--- config.mk ---
export PLATFORM = sky130hd
export DESIGN_NAME = txdesc_dma_ctrl
export DESIGN_NICKNAME = d
export VERILOG_FILES = /design/src/rtl/txd_pkg.sv /design/src/rtl/txd_ptr_track.sv /design/src/rtl/txd_status.sv /design/src/rtl/txd_seq.sv /design/src/rtl/txdesc_dma_ctrl.sv
export SDC_FILE = /design/constraint.sdc
export NUM_CORES = 1
export LEC_CHECK = 0
export BUFFER_PORTS_ARGS = -buffer_cell sky130_fd_sc_hd__buf_2
export CAP_MARGIN = 20
export CORE_ASPECT_RATIO = 0.8
export CORE_MARGIN = 3
export CORE_UTILIZATION = 47
export DETAILED_ROUTE_END_ITERATION = 10
export PLACE_DENSITY = 0.93
export SLEW_MARGIN = 20
export SYNTH_ARGS = -nofsm -noshare
export SYNTH_HDL_FRONTEND = slang
export SYNTH_SLANG_ARGS = --single-unit
--- constraint.sdc ---
create_clock -name clk -period 2.32 [get_ports clk]
set_input_delay 0.464 -clock clk [delete_from_list [all_inputs] [get_ports clk]]
set_output_delay 0.464 -clock clk [all_outputs]
set_load 0.005 [all_outputs]
--- src/rtl/txd_pkg.sv ---
package txd_pkg;

  typedef enum logic [1:0] {
    TXS_STOPPED   = 2'd0,
    TXS_RUNNING   = 2'd1,
    TXS_SUSPENDED = 2'd2
  } txs_e;

  typedef enum logic [2:0] {
    PH_IDLE   = 3'd0,
    PH_REQ    = 3'd1,
    PH_WAIT   = 3'd2,
    PH_LAUNCH = 3'd3,
    PH_XMIT   = 3'd4,
    PH_WB     = 3'd5,
    PH_SUSP   = 3'd6
  } ph_e;

  function automatic txs_e ph_to_txs(input ph_e p);
    case (p)
      PH_IDLE: return TXS_STOPPED;
      PH_SUSP: return TXS_SUSPENDED;
      default: return TXS_RUNNING;
    endcase
  endfunction

endpackage

--- src/rtl/txd_ptr_track.sv ---
module txd_ptr_track #(
  parameter int AW = 32
) (
  input  logic          clk,
  input  logic          rst_n,
  input  logic [AW-1:0] base,
  input  logic          start_go,
  input  logic          adv,
  input  logic [AW-1:0] adv_addr,
  output logic [AW-1:0] cur_ptr
);

  logic          used_q;
  logic [AW-1:0] ptr_q;

  always_ff @(posedge clk) begin
    if (!rst_n) begin
      used_q <= 1'b0;
      ptr_q  <= '0;
    end else begin
      if (start_go && !used_q) begin
        used_q <= 1'b1;
        ptr_q  <= base;
      end else if (adv) begin
        ptr_q  <= adv_addr;
      end
    end
  end

  assign cur_ptr = ptr_q;

endmodule

--- src/rtl/txd_status.sv ---
module txd_status #(
  parameter int NFLAG = 1
) (
  input  logic             clk,
  input  logic             rst_n,
  input  logic [NFLAG-1:0] set,
  input  logic [NFLAG-1:0] clr,
  output logic [NFLAG-1:0] flag
);

  for (genvar g = 0; g < NFLAG; g++) begin : g_flag
    logic f_q;
    always_ff @(posedge clk) begin
      if (!rst_n)      f_q <= 1'b0;
      else if (set[g]) f_q <= 1'b1;
      else if (clr[g]) f_q <= 1'b0;
    end
    assign flag[g] = f_q;
  end

endmodule

--- src/rtl/txd_seq.sv ---
module txd_seq
  import txd_pkg::*;
#(
  parameter int AW = 32,
  parameter int LW = 14
) (
  input  logic          clk,
  input  logic          rst_n,
  input  logic          cfg_start,
  input  logic          poll,
  input  logic          frame_done,
  input  logic [AW-1:0] cur_ptr,
  output logic          req_valid,
  input  logic          req_ready,
  input  logic          rsp_valid,
  output logic          rsp_ready,
  input  logic          rsp_own,
  input  logic [LW-1:0] rsp_len,
  input  logic [AW-1:0] rsp_next,
  output logic          frm_valid,
  input  logic          frm_ready,
  output logic [LW-1:0] frm_len,
  output logic          wb_valid,
  input  logic          wb_ready,
  output logic          start_go,
  output logic          adv,
  output logic [AW-1:0] adv_addr,
  output logic          bu_set,
  output ph_e           phase
);

  ph_e           ph_q, ph_d;
  logic [LW-1:0] len_q;
  logic [AW-1:0] nxt_q;
  logic          cap;

  always_comb begin
    ph_d      = ph_q;
    req_valid = 1'b0;
    rsp_ready = 1'b0;
    frm_valid = 1'b0;
    wb_valid  = 1'b0;
    start_go  = 1'b0;
    adv       = 1'b0;
    bu_set    = 1'b0;
    cap       = 1'b0;
    case (ph_q)
      PH_IDLE: begin
        if (cfg_start) begin
          start_go = 1'b1;
          ph_d     = PH_REQ;
        end
      end
      PH_REQ: begin
        req_valid = 1'b1;
        if (req_ready) ph_d = PH_WAIT;
      end
      PH_WAIT: begin
        rsp_ready = 1'b1;
        if (rsp_valid) begin
          if (!rsp_own) begin
            bu_set = 1'b1;
            ph_d   = PH_SUSP;
          end else if (!cfg_start) begin
            ph_d = PH_IDLE;
          end else begin
            cap  = 1'b1;
            ph_d = PH_LAUNCH;
          end
        end
      end
      PH_LAUNCH: begin
        frm_valid = 1'b1;
        if (frm_ready) ph_d = PH_XMIT;
      end
      PH_XMIT: begin
        if (frame_done) ph_d = PH_WB;
      end
      PH_WB: begin
        wb_valid = 1'b1;
        if (wb_ready) begin
          adv  = 1'b1;
          ph_d = cfg_start ? PH_REQ : PH_IDLE;
        end
      end
      PH_SUSP: begin
        if (!cfg_start) ph_d = PH_IDLE;
        else if (poll)  ph_d = PH_REQ;
      end
      default: ph_d = PH_IDLE;
    endcase
  end

  always_ff @(posedge clk) begin
    if (!rst_n) begin
      ph_q  <= PH_IDLE;
      len_q <= '0;
      nxt_q <= '0;
    end else begin
      ph_q <= ph_d;
      if (cap) begin
        len_q <= rsp_len;
        nxt_q <= rsp_next;
      end
    end
  end

  assign frm_len  = len_q;
  assign adv_addr = nxt_q;
  assign phase    = ph_q;

  logic unused_ptr;
  assign unused_ptr = ^cur_ptr;

endmodule

--- src/rtl/txdesc_dma_ctrl.sv ---
module txdesc_dma_ctrl
  import txd_pkg::*;
#(
  parameter int AW = 32,
  parameter int LW = 14
) (
  input  logic          clk,
  input  logic          rst_n,
  input  logic [AW-1:0] cfg_list_base,
  input  logic          cfg_start,
  input  logic          poll_demand,
  input  logic          stat_bu_clr,
  output logic          stat_bu,
  output logic [1:0]    tx_state,
  output logic [AW-1:0] cur_desc_ptr,
  output logic          dfetch_req_valid,
  input  logic          dfetch_req_ready,
  output logic [AW-1:0] dfetch_req_addr,
  input  logic          dfetch_rsp_valid,
  output logic          dfetch_rsp_ready,
  input  logic          dfetch_rsp_own,
  input  logic [LW-1:0] dfetch_rsp_len,
  input  logic [AW-1:0] dfetch_rsp_next,
  output logic          frm_valid,
  input  logic          frm_ready,
  output logic [AW-1:0] frm_desc_addr,
  output logic [LW-1:0] frm_len,
  input  logic          frame_done,
  output logic          wb_valid,
  input  logic          wb_ready,
  output logic [AW-1:0] wb_desc_addr
);

  logic          start_go, adv, bu_set;
  logic [AW-1:0] adv_addr, cur_ptr;
  ph_e           phase;
  logic [0:0]    flags;

  txd_ptr_track #(.AW(AW)) u_ptr (
    .clk      (clk),
    .rst_n    (rst_n),
    .base     (cfg_list_base),
    .start_go (start_go),
    .adv      (adv),
    .adv_addr (adv_addr),
    .cur_ptr  (cur_ptr)
  );

  txd_seq #(.AW(AW), .LW(LW)) u_seq (
    .clk        (clk),
    .rst_n      (rst_n),
    .cfg_start  (cfg_start),
    .poll       (poll_demand),
    .frame_done (frame_done),
    .cur_ptr    (cur_ptr),
    .req_valid  (dfetch_req_valid),
    .req_ready  (dfetch_req_ready),
    .rsp_valid  (dfetch_rsp_valid),
    .rsp_ready  (dfetch_rsp_ready),
    .rsp_own    (dfetch_rsp_own),
    .rsp_len    (dfetch_rsp_len),
    .rsp_next   (dfetch_rsp_next),
    .frm_valid  (frm_valid),
    .frm_ready  (frm_ready),
    .frm_len    (frm_len),
    .wb_valid   (wb_valid),
    .wb_ready   (wb_ready),
    .start_go   (start_go),
    .adv        (adv),
    .adv_addr   (adv_addr),
    .bu_set     (bu_set),
    .phase      (phase)
  );

  txd_status #(.NFLAG(1)) u_stat (
    .clk   (clk),
    .rst_n (rst_n),
    .set   (bu_set),
    .clr   (stat_bu_clr),
    .flag  (flags)
  );

  assign stat_bu         = flags[0];
  assign tx_state        = ph_to_txs(phase);
  assign cur_desc_ptr    = cur_ptr;
  assign dfetch_req_addr = cur_ptr;
  assign frm_desc_addr   = cur_ptr;
  assign wb_desc_addr    = cur_ptr;

endmodule

==> metrics.txt <==
status completed; grt total ovfl 0; Clock Sinks 83; Reg clk slew, reported paths 0.06 ns; share of layout cells above drive strength 1 0.419; Post-DP HPWL 7.72 mm; RSZ-0062 raised after global routing no; first-pass GRT wire length 16.3 mm; gp weighted congestion 0.793; CTS root buf clkbuf_16; fraction of registers with async set/reset 0; vias 3665; hold_ws 0.376 ns; drt pass-1 iters 4; max capacitance violation total 0; drt total wl 10.3 mm; Die Area 10500 µm²; IO buf count 237; Inserted Clock Buffers 9; Slew headroom 0.612; # rows 30; largest net degree at the start of global routing 87; setup violators final 0; fin crit share 0.845; worst setup skew after layout 0.00299 ns; DP Cell Count 722; CP required 1.86 ns; r2r startpoint u_seq.phase[1]; Setup Buffers After CTS 0; CP Max Fanout 14; Worst path slowest cell dfxtp_1; Initial Util 0.498; Worst-Skew Late Latency 0.32 ns; final antenna-violating net count 0; Antenna diodes 0; cell area power density 986 nW/µm²; GRT Overall Usage 0.189; Area Growth Syn to Fin 18.1%; setup TNS 0 ns; CP endpoint kind output port; Synth Warn # 0; hold-fix buffers at CTS 0; Seq cells post-synth 83; io pins 238; Finished Cell Area 5150 µm²; netlist area before placement 4360 µm²; Worst Tran Pin Value 0.582 ns; top_reg_cell synth dfxtp_1; vias in the first global route 3552; die height 92.1 µm; Worst Setup Start Kind flop; crit path time final 1.96 ns; Cell variety after synth 31; worst setup path start u_seq.phase[2]; Peak VDD IR 0.000550 V; post-DR wirelength/cell 13.9 µm; CP max stage delay 0.67 ns; Worst Hold Launch dfetch_rsp_next[29]; CTS max path bufs 2; number of DRC markers in iteration 0 225; antenna violations before repair 0; core footprint 8750 µm²; Die X 114 µm; Final Max Tran Viols 0; vias per inst 4.97; post-cts resize count 0; DRC 0; kind of critical path reg -> out; leakage power 3.03 nW; max frequency 510 MHz; worst setup margin 0.359 ns; Hold Fails Final Rpt 0; Hold WC Path Type in -> reg; CTS tree built; Post-Layout Cell Count 737; syn_nets 581; Post-Synthesis Cells 492; placed inst area 4840 µm²; Worst EP arrival 1.50 ns; EDFF count, synth 0; Mean Syn Cell Area 8.86 µm²; core utilization of the finished layout 0.589; Net count, final 710; Tot Pwr 5.08 mW; H-tree lvl count 3; Place WS 0.493 ns; CP cell instances inv_1 > and3_1 > buf_2; sequential cell area fraction in the yosys report 0.381
critical path, delay by kind of cell, from the launching register on:
| family | cells | cell delay, ns |
|---|---|---|
| buf+inv | 2 | 0.32 |
| flops | 1 | 0.67 |
| simple gates | 1 | 0.19 |
cell usage after synthesis, drive strengths merged (2+ instances only):
cell type	n	area share
nand2	129	0.11
buf	113	0.20
dfxtp	83	0.38
a21boi	47	0.081
mux2i	37	0.085
o211a	32	0.074
clkbuf	15	0.013
nor2	5	0.0043
nand2b	4	0.0057
nor3b	4	0.0095
o21ai	4	0.0046
inv	2	0.0017
nor2b	2	0.0029
o21a	2	0.0034
where the power goes:
| part | total (mW) | switching, mW | internal, mW |
|---|---|---|---|
| logic | 1.68 | 0.798 | 0.880 |
| clock network | 1.48 | 0.512 | 0.967 |
| registers | 1.92 | 0.277 | 1.64 |
| total | 5.08 | 1.59 | 3.49 |
per-layer routing:
metal | routed length, µm | vias up | GRT usage
met1 | 3960 | 1708 | 0.203
met5 | 0 | - | 0
met4 | 130 | 0 | 0.0541
met3 | 833 | 14 | 0.0574
met2 | 5350 | 148 | 0.355
li1 | - | 1795 | -
logic make-up (layout without fill, tap and decap cells):
kind of cell | count (synthesis) | after routing | synth area share
compound gates | 88 | 88 | 0.167
mux | 37 | 37 | 0.0850
xor+xnor | 1 | 1 | 0.00201
flops | 83 | 83 | 0.381
buf+inv | 130 | 263 | 0.215
simple gates | 153 | 153 | 0.150
cell usage in the layout, fill, tap and decap left out, drive strengths merged:
cell type,synthesis,layout
buf,113,246
nand2,129,129
dfxtp,83,83
a21boi,47,47
mux2i,37,37
o211a,32,32
clkbuf,15,13
nor2,5,5
o21ai,4,4
nand2b,4,4
nor3b,4,4
inv,2,2
nor2b,2,2
o21a,2,2
bufinv,0,2
and3,1,1
xnor2,1,1
and4,1,1
nand4,1,1
nand3,1,1
a21oi,1,1
nor4bb,1,1
o211ai,1,1
nor4b,1,1
nand4b,1,1
o22ai,1,1
and2,1,1
nor3,1,1
state kept, by name, summed over array words and instances, names as in the netlist:
| signal | flops |
|---|---|
| u_ptr.cur_ptr | 32 |
| u_ptr.used_q | 1 |
| u_seq.adv_addr | 32 |
| u_seq.frm_len | 14 |
| u_seq.phase | 3 |
| u_stat.flag | 1 |
final cells by class:
| type | instances | area, µm² |
|---|---|---|
| Clock buffer | 13 | 250 |
| Clock inverter | 2 | 60.1 |
| Fill cell | 762 | 3600 |
| Inverter | 2 | 7.51 |
| Multi-Input combinational cell | 279 | 1760 |
| Sequential cell | 83 | 1660 |
| Tap cell | 112 | 140 |
| Timing Repair Buffer | 246 | 1270 |
worst paths after layout:
| kind | end | slack, ns | depth (start not counted) |
|---|---|---|---|
| setup / recovery | frm_valid | 0.36 | 3 |
| hold / removal | u_seq.adv_addr[29] | 0.38 | 3 |
| setup reg to reg | u_seq.adv_addr[20] | 0.47 | 5 |
| hold reg to reg | u_seq.frm_len[13] | 0.45 | 2 |
No activity file was read; power rests on OpenSTA's default activity.
